**src/rtl/alu_flags_pkg.sv**
```systemverilog
package alu_flags_pkg;

    typedef enum logic [3:0] {
        OP_NONE      = 4'd0,
        OP_ADD       = 4'd1,
        OP_ADC       = 4'd2,
        OP_SUB       = 4'd3,
        OP_CMP       = 4'd4,
        OP_AND       = 4'd5,
        OP_OR        = 4'd6,
        OP_XOR       = 4'd7,
        OP_SHL       = 4'd8,
        OP_SHR       = 4'd9,
        OP_SET_DIR   = 4'd10,
        OP_CLR_DIR   = 4'd11,
        OP_SET_INT   = 4'd12,
        OP_CLR_INT   = 4'd13,
        OP_SET_TRAP  = 4'd14,
        OP_CLR_TRAP  = 4'd15
    } alu_op_e;

    localparam int FLAG_W    = 16;
    localparam int FB_CARRY  = 0;
    localparam int FB_PARITY = 2;
    localparam int FB_AUX    = 4;
    localparam int FB_ZERO   = 6;
    localparam int FB_SIGN   = 7;
    localparam int FB_TRAP   = 8;
    localparam int FB_INT    = 9;
    localparam int FB_DIR    = 10;
    localparam int FB_OVF    = 11;

    localparam logic [FLAG_W-1:0] FLAGS_FIXED_ONE = 16'h0002;
    localparam logic [FLAG_W-1:0] FLAGS_LIVE_MASK = 16'h0FD5;
    localparam logic [FLAG_W-1:0] FLAGS_RESET     = FLAGS_FIXED_ONE;

    typedef struct packed {
        logic cf;
        logic pf;
        logic af;
        logic zf;
        logic sf;
        logic of;
    } stat_t;

endpackage

```
**src/rtl/alu_addsub.sv**
```systemverilog
module alu_addsub #(
    parameter int W = 16
) (
    input  logic [W-1:0] a,
    input  logic [W-1:0] b,
    input  logic         cin,
    input  logic         sub,
    output logic [W-1:0] r,
    output logic         cf,
    output logic         af,
    output logic         of
);
    logic [W:0] ext;

    always_comb begin
        if (sub) begin
            ext = {1'b0, a} - {1'b0, b};
        end else begin
            ext = {1'b0, a} + {1'b0, b} + {{W{1'b0}}, cin};
        end
        r  = ext[W-1:0];
        cf = ext[W];
        af = a[4] ^ b[4] ^ ext[4];
        if (sub) begin
            of = (a[W-1] ^ b[W-1]) & (ext[W-1] ^ a[W-1]);
        end else begin
            of = ~(a[W-1] ^ b[W-1]) & (ext[W-1] ^ a[W-1]);
        end
    end
endmodule

```
**src/rtl/alu_logshift.sv**
```systemverilog
module alu_logshift
    import alu_flags_pkg::*;
#(
    parameter int W = 16
) (
    input  alu_op_e      op,
    input  logic [W-1:0] a,
    input  logic [W-1:0] b,
    output logic [W-1:0] r,
    output logic         cf,
    output logic         of
);
    always_comb begin
        r  = '0;
        cf = 1'b0;
        of = 1'b0;
        case (op)
            OP_AND: r = a & b;
            OP_OR:  r = a | b;
            OP_XOR: r = a ^ b;
            OP_SHL: begin
                r  = {a[W-2:0], 1'b0};
                cf = a[W-1];
                of = a[W-1] ^ a[W-2];
            end
            OP_SHR: begin
                r  = {1'b0, a[W-1:1]};
                cf = a[0];
                of = a[W-1];
            end
            default: r = '0;
        endcase
    end
endmodule

```
**src/rtl/alu_status.sv**
```systemverilog
module alu_status #(
    parameter int W = 16
) (
    input  logic [W-1:0] r,
    output logic         zf,
    output logic         sf,
    output logic         pf
);
    assign zf = (r == '0);
    assign sf = r[W-1];
    assign pf = ~^r[7:0];
endmodule

```
**src/rtl/alu_flags_unit.sv**
```systemverilog
module alu_flags_unit
    import alu_flags_pkg::*;
#(
    parameter int DATA_W   = 16,
    parameter int NARROW_W = 8
) (
    input  logic              clk,
    input  logic              rst_n,
    input  logic              op_valid,
    input  logic [3:0]        op_code,
    input  logic              wide,
    input  logic [DATA_W-1:0] opa,
    input  logic [DATA_W-1:0] opb,
    input  logic              carry_in,
    output logic [DATA_W-1:0] result,
    output logic [FLAG_W-1:0] flags
);
    localparam int N_LANES = 2;

    alu_op_e op;
    assign op = alu_op_e'(op_code);

    logic is_sub;
    logic use_cin;
    assign is_sub  = (op == OP_SUB) || (op == OP_CMP);
    assign use_cin = (op == OP_ADC) && carry_in;

    logic [DATA_W-1:0] ar_res [N_LANES];
    logic [DATA_W-1:0] lg_res [N_LANES];
    stat_t             ar_st  [N_LANES];
    stat_t             lg_st  [N_LANES];

    for (genvar g = 0; g < N_LANES; g++) begin : g_lane
        localparam int LW = (g == 0) ? NARROW_W : DATA_W;

        logic [LW-1:0] a_l, b_l, ar_r, lg_r;
        logic ar_cf, ar_af, ar_of, lg_cf, lg_of;
        logic ar_zf, ar_sf, ar_pf, lg_zf, lg_sf, lg_pf;
        stat_t st_a, st_l;

        assign a_l = opa[LW-1:0];
        assign b_l = opb[LW-1:0];

        alu_addsub #(.W(LW)) u_arith (
            .a(a_l), .b(b_l), .cin(use_cin), .sub(is_sub),
            .r(ar_r), .cf(ar_cf), .af(ar_af), .of(ar_of)
        );

        alu_logshift #(.W(LW)) u_logic (
            .op(op), .a(a_l), .b(b_l),
            .r(lg_r), .cf(lg_cf), .of(lg_of)
        );

        alu_status #(.W(LW)) u_stat_a (.r(ar_r), .zf(ar_zf), .sf(ar_sf), .pf(ar_pf));
        alu_status #(.W(LW)) u_stat_l (.r(lg_r), .zf(lg_zf), .sf(lg_sf), .pf(lg_pf));

        always_comb begin
            st_a.cf = ar_cf;
            st_a.pf = ar_pf;
            st_a.af = ar_af;
            st_a.zf = ar_zf;
            st_a.sf = ar_sf;
            st_a.of = ar_of;
            st_l.cf = lg_cf;
            st_l.pf = lg_pf;
            st_l.af = 1'b0;
            st_l.zf = lg_zf;
            st_l.sf = lg_sf;
            st_l.of = lg_of;
        end

        assign ar_res[g] = DATA_W'(ar_r);
        assign lg_res[g] = DATA_W'(lg_r);
        assign ar_st[g]  = st_a;
        assign lg_st[g]  = st_l;
    end

    function automatic logic [FLAG_W-1:0] put_stat(
        input logic [FLAG_W-1:0] f,
        input stat_t             s,
        input logic              with_af
    );
        logic [FLAG_W-1:0] n;
        n            = f;
        n[FB_CARRY]  = s.cf;
        n[FB_PARITY] = s.pf;
        n[FB_ZERO]   = s.zf;
        n[FB_SIGN]   = s.sf;
        n[FB_OVF]    = s.of;
        if (with_af) begin
            n[FB_AUX] = s.af;
        end
        return n;
    endfunction

    logic              sel;
    logic [DATA_W-1:0] res_q, res_d;
    logic [FLAG_W-1:0] flags_q, flags_d, flags_raw;

    assign sel = wide;

    always_comb begin
        res_d     = res_q;
        flags_raw = flags_q;
        if (op_valid) begin
            unique case (op)
                OP_NONE: ;
                OP_ADD, OP_ADC, OP_SUB: begin
                    res_d     = ar_res[sel];
                    flags_raw = put_stat(flags_q, ar_st[sel], 1'b1);
                end
                OP_CMP: flags_raw = put_stat(flags_q, ar_st[sel], 1'b1);
                OP_AND, OP_OR, OP_XOR, OP_SHL, OP_SHR: begin
                    res_d     = lg_res[sel];
                    flags_raw = put_stat(flags_q, lg_st[sel], 1'b0);
                end
                OP_SET_DIR:  flags_raw[FB_DIR]  = 1'b1;
                OP_CLR_DIR:  flags_raw[FB_DIR]  = 1'b0;
                OP_SET_INT:  flags_raw[FB_INT]  = 1'b1;
                OP_CLR_INT:  flags_raw[FB_INT]  = 1'b0;
                OP_SET_TRAP: flags_raw[FB_TRAP] = 1'b1;
                OP_CLR_TRAP: flags_raw[FB_TRAP] = 1'b0;
            endcase
        end
        flags_d = (flags_raw & FLAGS_LIVE_MASK) | FLAGS_FIXED_ONE;
    end

    always_ff @(posedge clk or negedge rst_n) begin
        if (!rst_n) begin
            res_q   <= '0;
            flags_q <= FLAGS_RESET;
        end else begin
            res_q   <= res_d;
            flags_q <= flags_d;
        end
    end

    assign result = res_q;
    assign flags  = flags_q;
endmodule

```
**config.mk**
```make
export PLATFORM = sky130hd
export DESIGN_NAME = alu_flags_unit
export DESIGN_NICKNAME = d
export VERILOG_FILES = /design/src/rtl/alu_flags_pkg.sv /design/src/rtl/alu_addsub.sv /design/src/rtl/alu_logshift.sv /design/src/rtl/alu_status.sv /design/src/rtl/alu_flags_unit.sv
export SDC_FILE = /design/constraint.sdc
export NUM_CORES = 1
export LEC_CHECK = 0
export CAP_MARGIN = 20
export CORE_ASPECT_RATIO = 1.2
export CORE_MARGIN = 5
export CORE_UTILIZATION = 50
export CTS_CLUSTER_DIAMETER = 80
export DETAILED_ROUTE_END_ITERATION = 7
export PLACE_DENSITY = 0.84
export SLEW_MARGIN = 30
export SYNTH_ARGS = -nofsm -noshare
export SYNTH_HDL_FRONTEND = slang
export SYNTH_SLANG_ARGS = --single-unit
```
**constraint.sdc**
```tcl
create_clock -name clk -period 0.8 [get_ports clk]
set_input_delay 0.16 -clock clk [delete_from_list [all_inputs] [get_ports clk]]
set_output_delay 0.16 -clock clk [all_outputs]
set_load 0.02 [all_outputs]
```
==> out/qor.txt, run 1 <==
last worst endpoint in the global-route repair_timing = flags[6]$_DFFE_PN0P_/D
Overall Global Routing Usage = 0.692
CTS Buf Count = 3
Error = [ERROR GRT-0232] Routing congestion too high. Check the congestion heatmap in the GUI.
Yosys cell types = 69
last stage reached = global routing
Post-synth EDFFs = 0
Post-CTS Hold Fix Bufs = 0
largest net degree at the start of global routing = 26
Top FF cell, synth = dfrtp_1
area of the mapped netlist = 4180 um2
num rows = 36
Die X = 93.5 um
worst ep type = register input
post-DP HPWL = 13,600 um
# clock sinks = 25
htree depth = 1
outcome = aborted with a tool error
Initial Util = 0.513
Seq/Total Area, Yosys = 0.150
Buffers on Ports = 65
FFs w/ async S/R, synth = 1.00
Bufs on Longest Clock Path = 2
global route overflow = 28
Synth Register Bits = 25
GP Congestion = 1.03
Mapped Cells = 554
I/O pin cnt = 73
root buffer cell = clkbuf_8
Syn. warnings = 0
Avg Inst Size Synth = 7.55 um2
Placed Area = 6370 um2
Die Y = 110 um
## routing by layer
| metal | overflow | track usage |
|---|---|---|
| met2 | 19 | 0.874 |
| met4 | 9 | 0.692 |
| met3 | 0 | 0.506 |
| met5 | 0 | 0.203 |
| met1 | 0 | 0.698 |
## cell usage after synthesis, drive strengths merged (4+ instances only)
cell type	number	share of area
a21o	9	0.016
dfrtp	25	0.15
o21ai	39	0.047
nand3	16	0.019
a221oi	7	0.016
ha	57	0.17
inv	50	0.045
a31oi	6	0.0090
clkbuf	23	0.021
nor2	27	0.024
o211ai	13	0.023
nor2b	8	0.012
and2	5	0.0081
a22oi	8	0.014
a211o	4	0.0084
buf	17	0.026
o31ai	6	0.011
nand2	48	0.043
nand4	7	0.010
a21oi	32	0.038
o221ai	11	0.023
a211oi	6	0.011
xnor2	16	0.034
nor4	5	0.0075
nor3b	4	0.0072
o21a	12	0.022
nor3	12	0.014
mux2i	12	0.029
## metrics by stage
step / hold slack [ns] / setup WS [ns] / std cells / utilization
after floorplan: -0.136 / -2.44 / 559 / -
after global placement: 0.462 / -2.83 / 900 / 0.782
after detailed placement: 0.477 / -3.12 / 900 / 0.782
after CTS: 0.233 / -2.27 / 952 / 0.903
## cells by family after synthesis
| kind of cell | Yosys count | share of synthesized area |
|---|---|---|
| AO/OA/AOI/OAI | 179 | 0.291 |
| AND/OR/NAND/NOR | 163 | 0.206 |
| buffers and inverters | 92 | 0.0931 |
| adder cells (fa/ha/maj) | 60 | 0.185 |
| flip-flops | 25 | 0.150 |
| XOR/XNOR | 19 | 0.0398 |
| multiplexers | 14 | 0.0341 |
| other | 2 | 0.00180 |
## what timing repair did
item | 4_1_cts
resized for setup | 312
setup buffers | 53
gates cloned | 1
endpoints found under the setup margin | 50
pin swaps | 74
==> run 2, diff against run 1 <==
CORE_ASPECT_RATIO = default   (was 1.2)
CORE_UTILIZATION = 40   (was 50)
CTS_CLUSTER_DIAMETER = default   (was 80)
PLACE_DENSITY = default   (was 0.84)
PLACE_DENSITY_LB_ADDON = 0.15   (was default)
clock period = 1.05 ns   (was 0.8 ns; I/O delays follow)
==> run 2 against run 1 <==
Net effect:
- the flow now finishes, with violations (setup timing)
- synthesized cell count unchanged
- area after synthesis unchanged
==> out/qor.txt, run 2 <==
Final setup viols = 22
Avg WL per Cell = 17.9 um
FFs w/ async S/R, synth = 1.00
M1 GR Usage = 0.361
Die Y = 112 um
Synth Register Bits = 25
first-pass GRT wire length = 27,400 um
TritonCTS clock tree = done
Top FF cell, synth = dfrtp_1
placed cell count = 940
Seq/Total Area, Yosys = 0.150
DR DRC count = 0
Ant. Diodes = 0
endpoints failing hold = 0
vias in the first global route = 5,422
clock skew = 0 ns
initial antenna violation count = 0
core footprint = 10,300 um2
post-DP HPWL = 13,100 um
Max-cap violations = 0
R2R depth = 4
area of the mapped netlist = 4180 um2
nets@finish = 937
global route overflow = 0
Iteration-0 DRC Markers = 482
Yosys cell types = 69
Buffers on Ports = 65
crit share post-route = 3.02
Pleak = 3.54 nW
worst setup path class = in2reg
fin. max-slew vios = 0
Clk Latency, worst-skew pair = 0.27 ns
routed vias/inst = 5.60
cell taking the most area after synthesis = ha_1
area share of the largest cell type after synthesis = 0.171
P&R area growth vs syn = 75.8%
violated checks = setup timing
num rows = 37
Fmax = 315 MHz
min Tclk post-route = 3.17 ns
root buffer cell = clkbuf_8
worst path required time = 1.25 ns
most frequent cells in the layout = buf_4, nand2_1, ha_1
Max IR drop VDD = 1.08 mV
Bufs on Longest Clock Path = 2
CP Launch Point = op_code[3]
top-count cell post-synth = ha_1
Hold/Removal Path Class = in2async
largest net degree at the start of global routing = 30
reg-to-reg slack, setup = -0.06 ns
Syn. warnings = 0
Post-DRT Antenna Nets = 0
CP endpoint kind = register
Setup WS pre-CTS = -2.74 ns
GR Layer Usage met2 = 0.424
Post-synth EDFFs = 0
Die Area = 12,600 um2
element type at the critical path start = primary input
Reg clk slew, reported paths = 0.08 ns
GRT Max-Usage Layer = met2
share of post-route cells with drive strength above 1 = 0.457
r2r startpoint = flags[6]
worst-path fanout max = 2
top cells by count, synth = ha_1, inv_1, nand2_1
htree depth = 1
via count = 5,437
Synth area leaders = ha_1, dfrtp_1, inv_1
Mapped Cells = 554
min setup slack post-route = -2.12 ns
Overall Global Routing Usage = 0.262
Fillers = 822
I/O pin cnt = 73
# clock sinks = 25
TritonRoute pass-1 iters = 6
GP Congestion = 0.936
RSZ-0062 raised after global routing = true
Data arrival, critical path = 3.37 ns
outcome = complete, but fails checks
Post-Route WL = 17,400 um
commonest non-fill, non-tap cell in the layout = buf_4
RR Endpoint = flags[6]
Power Dens Cells = 916 nW/um2
Initial Util = 0.407
post-route insts no fill = 971
CTS Buf Count = 3
M3 GR Usage = 0.0377
Die X = 112 um
Avg Inst Size Synth = 7.55 um2
flip-flop count of the largest register after layout = 16
crit path to = flags[6]
[run 2: cell counts after synthesis]
No cell type changed its count.
[run 2: worst min path at each step]
stage | startpoint | end | slack, ns | cells past startpoint
6_report | rst_n | flags[9] | 0.29 | 2
5_1_grt | rst_n | flags[11] | 0.30 | 2
4_1_cts | rst_n | flags[6] | 0.30 | 2
3_5_place_dp | result[11] | result[11] | 0.47 | 2
3_3_place_gp | result[14] | result[14] | 0.46 | 2
2_1_floorplan | rst_n | flags[0] | -0.09 | 0
[run 2: stage by stage]
stage	utilization	total power, mW	cell area (um2)	setup TNS, ns	hold WS, ns
after global placement	0.637	5.40	6550	-48.72	0.463
after global routing	0.715	7.18	7350	-35.41	0.296
after floorplan	-	3.34	4340	-31.28	-0.0856
after detailed placement	0.637	5.49	6550	-49.33	0.467
after CTS	0.680	6.20	6990	-31.16	0.296
final	0.715	6.73	7350	-33.34	0.289
[run 2: what timing repair did]
item                       CTS  global route
buffers inserted            19            15
hold buffers                 0             0
setup endpoints to repair   50            35
pin swaps                   47            48
gates resized for setup    220            65
[run 2: worst max-delay path, stage by stage]
cell and delay (ns):
buf_6 0.09, nor2_2 0.08, nand4_1 0.22, fa_2 0.47, fa_2 0.37, nor2b_2 0.16, o211ai_1 0.14, nand2_1 0.11
a211oi_2 0.08, a21oi_2 0.15, xnor2_2 0.18, ha_4 0.17, nand4_1 0.12, nor2_2 0.16, nand2_1 0.05, or4b_1 0.46
o21ai_1 0.15
[run 2: metal layers]
| metal | vias up | part of all wire |
|---|---|---|
| met4 | 0 | 0.030 |
| met5 | - | 0 |
| met1 | 2549 | 0.42 |
| li1 | 2576 | - |
| met3 | 48 | 0.075 |
| met2 | 264 | 0.47 |
[run 2: cells by family after synthesis]
family	synth area share
AO/OA/AOI/OAI	0.291
AND/OR/NAND/NOR	0.206
flip-flops	0.150
other	0.00180
XOR/XNOR	0.0398
adder cells (fa/ha/maj)	0.185
multiplexers	0.0341
buffers and inverters	0.0931
[run 2: area by class of cell]
| cell class | instances | area, um2 | share of cell area |
|---|---|---|---|
| timing repair buffer | 312 | 2510 | 0.341 |
| clock buffer | 4 | 45.0 | 0.00613 |
| multi-input combinational | 442 | 3810 | 0.518 |
| sequential | 25 | 626 | 0.0851 |
| inverter | 52 | 195 | 0.0265 |
| tap | 136 | 170 | 0.0231 |
[run 2: power breakdown]
part | total [mW] | switching (mW) | internal, mW
sequential | 1.27 | 0.106 | 1.17
combinational | 4.90 | 2.37 | 2.53
clock | 0.562 | 0.290 | 0.272
(Power assumes the default switching activity.)
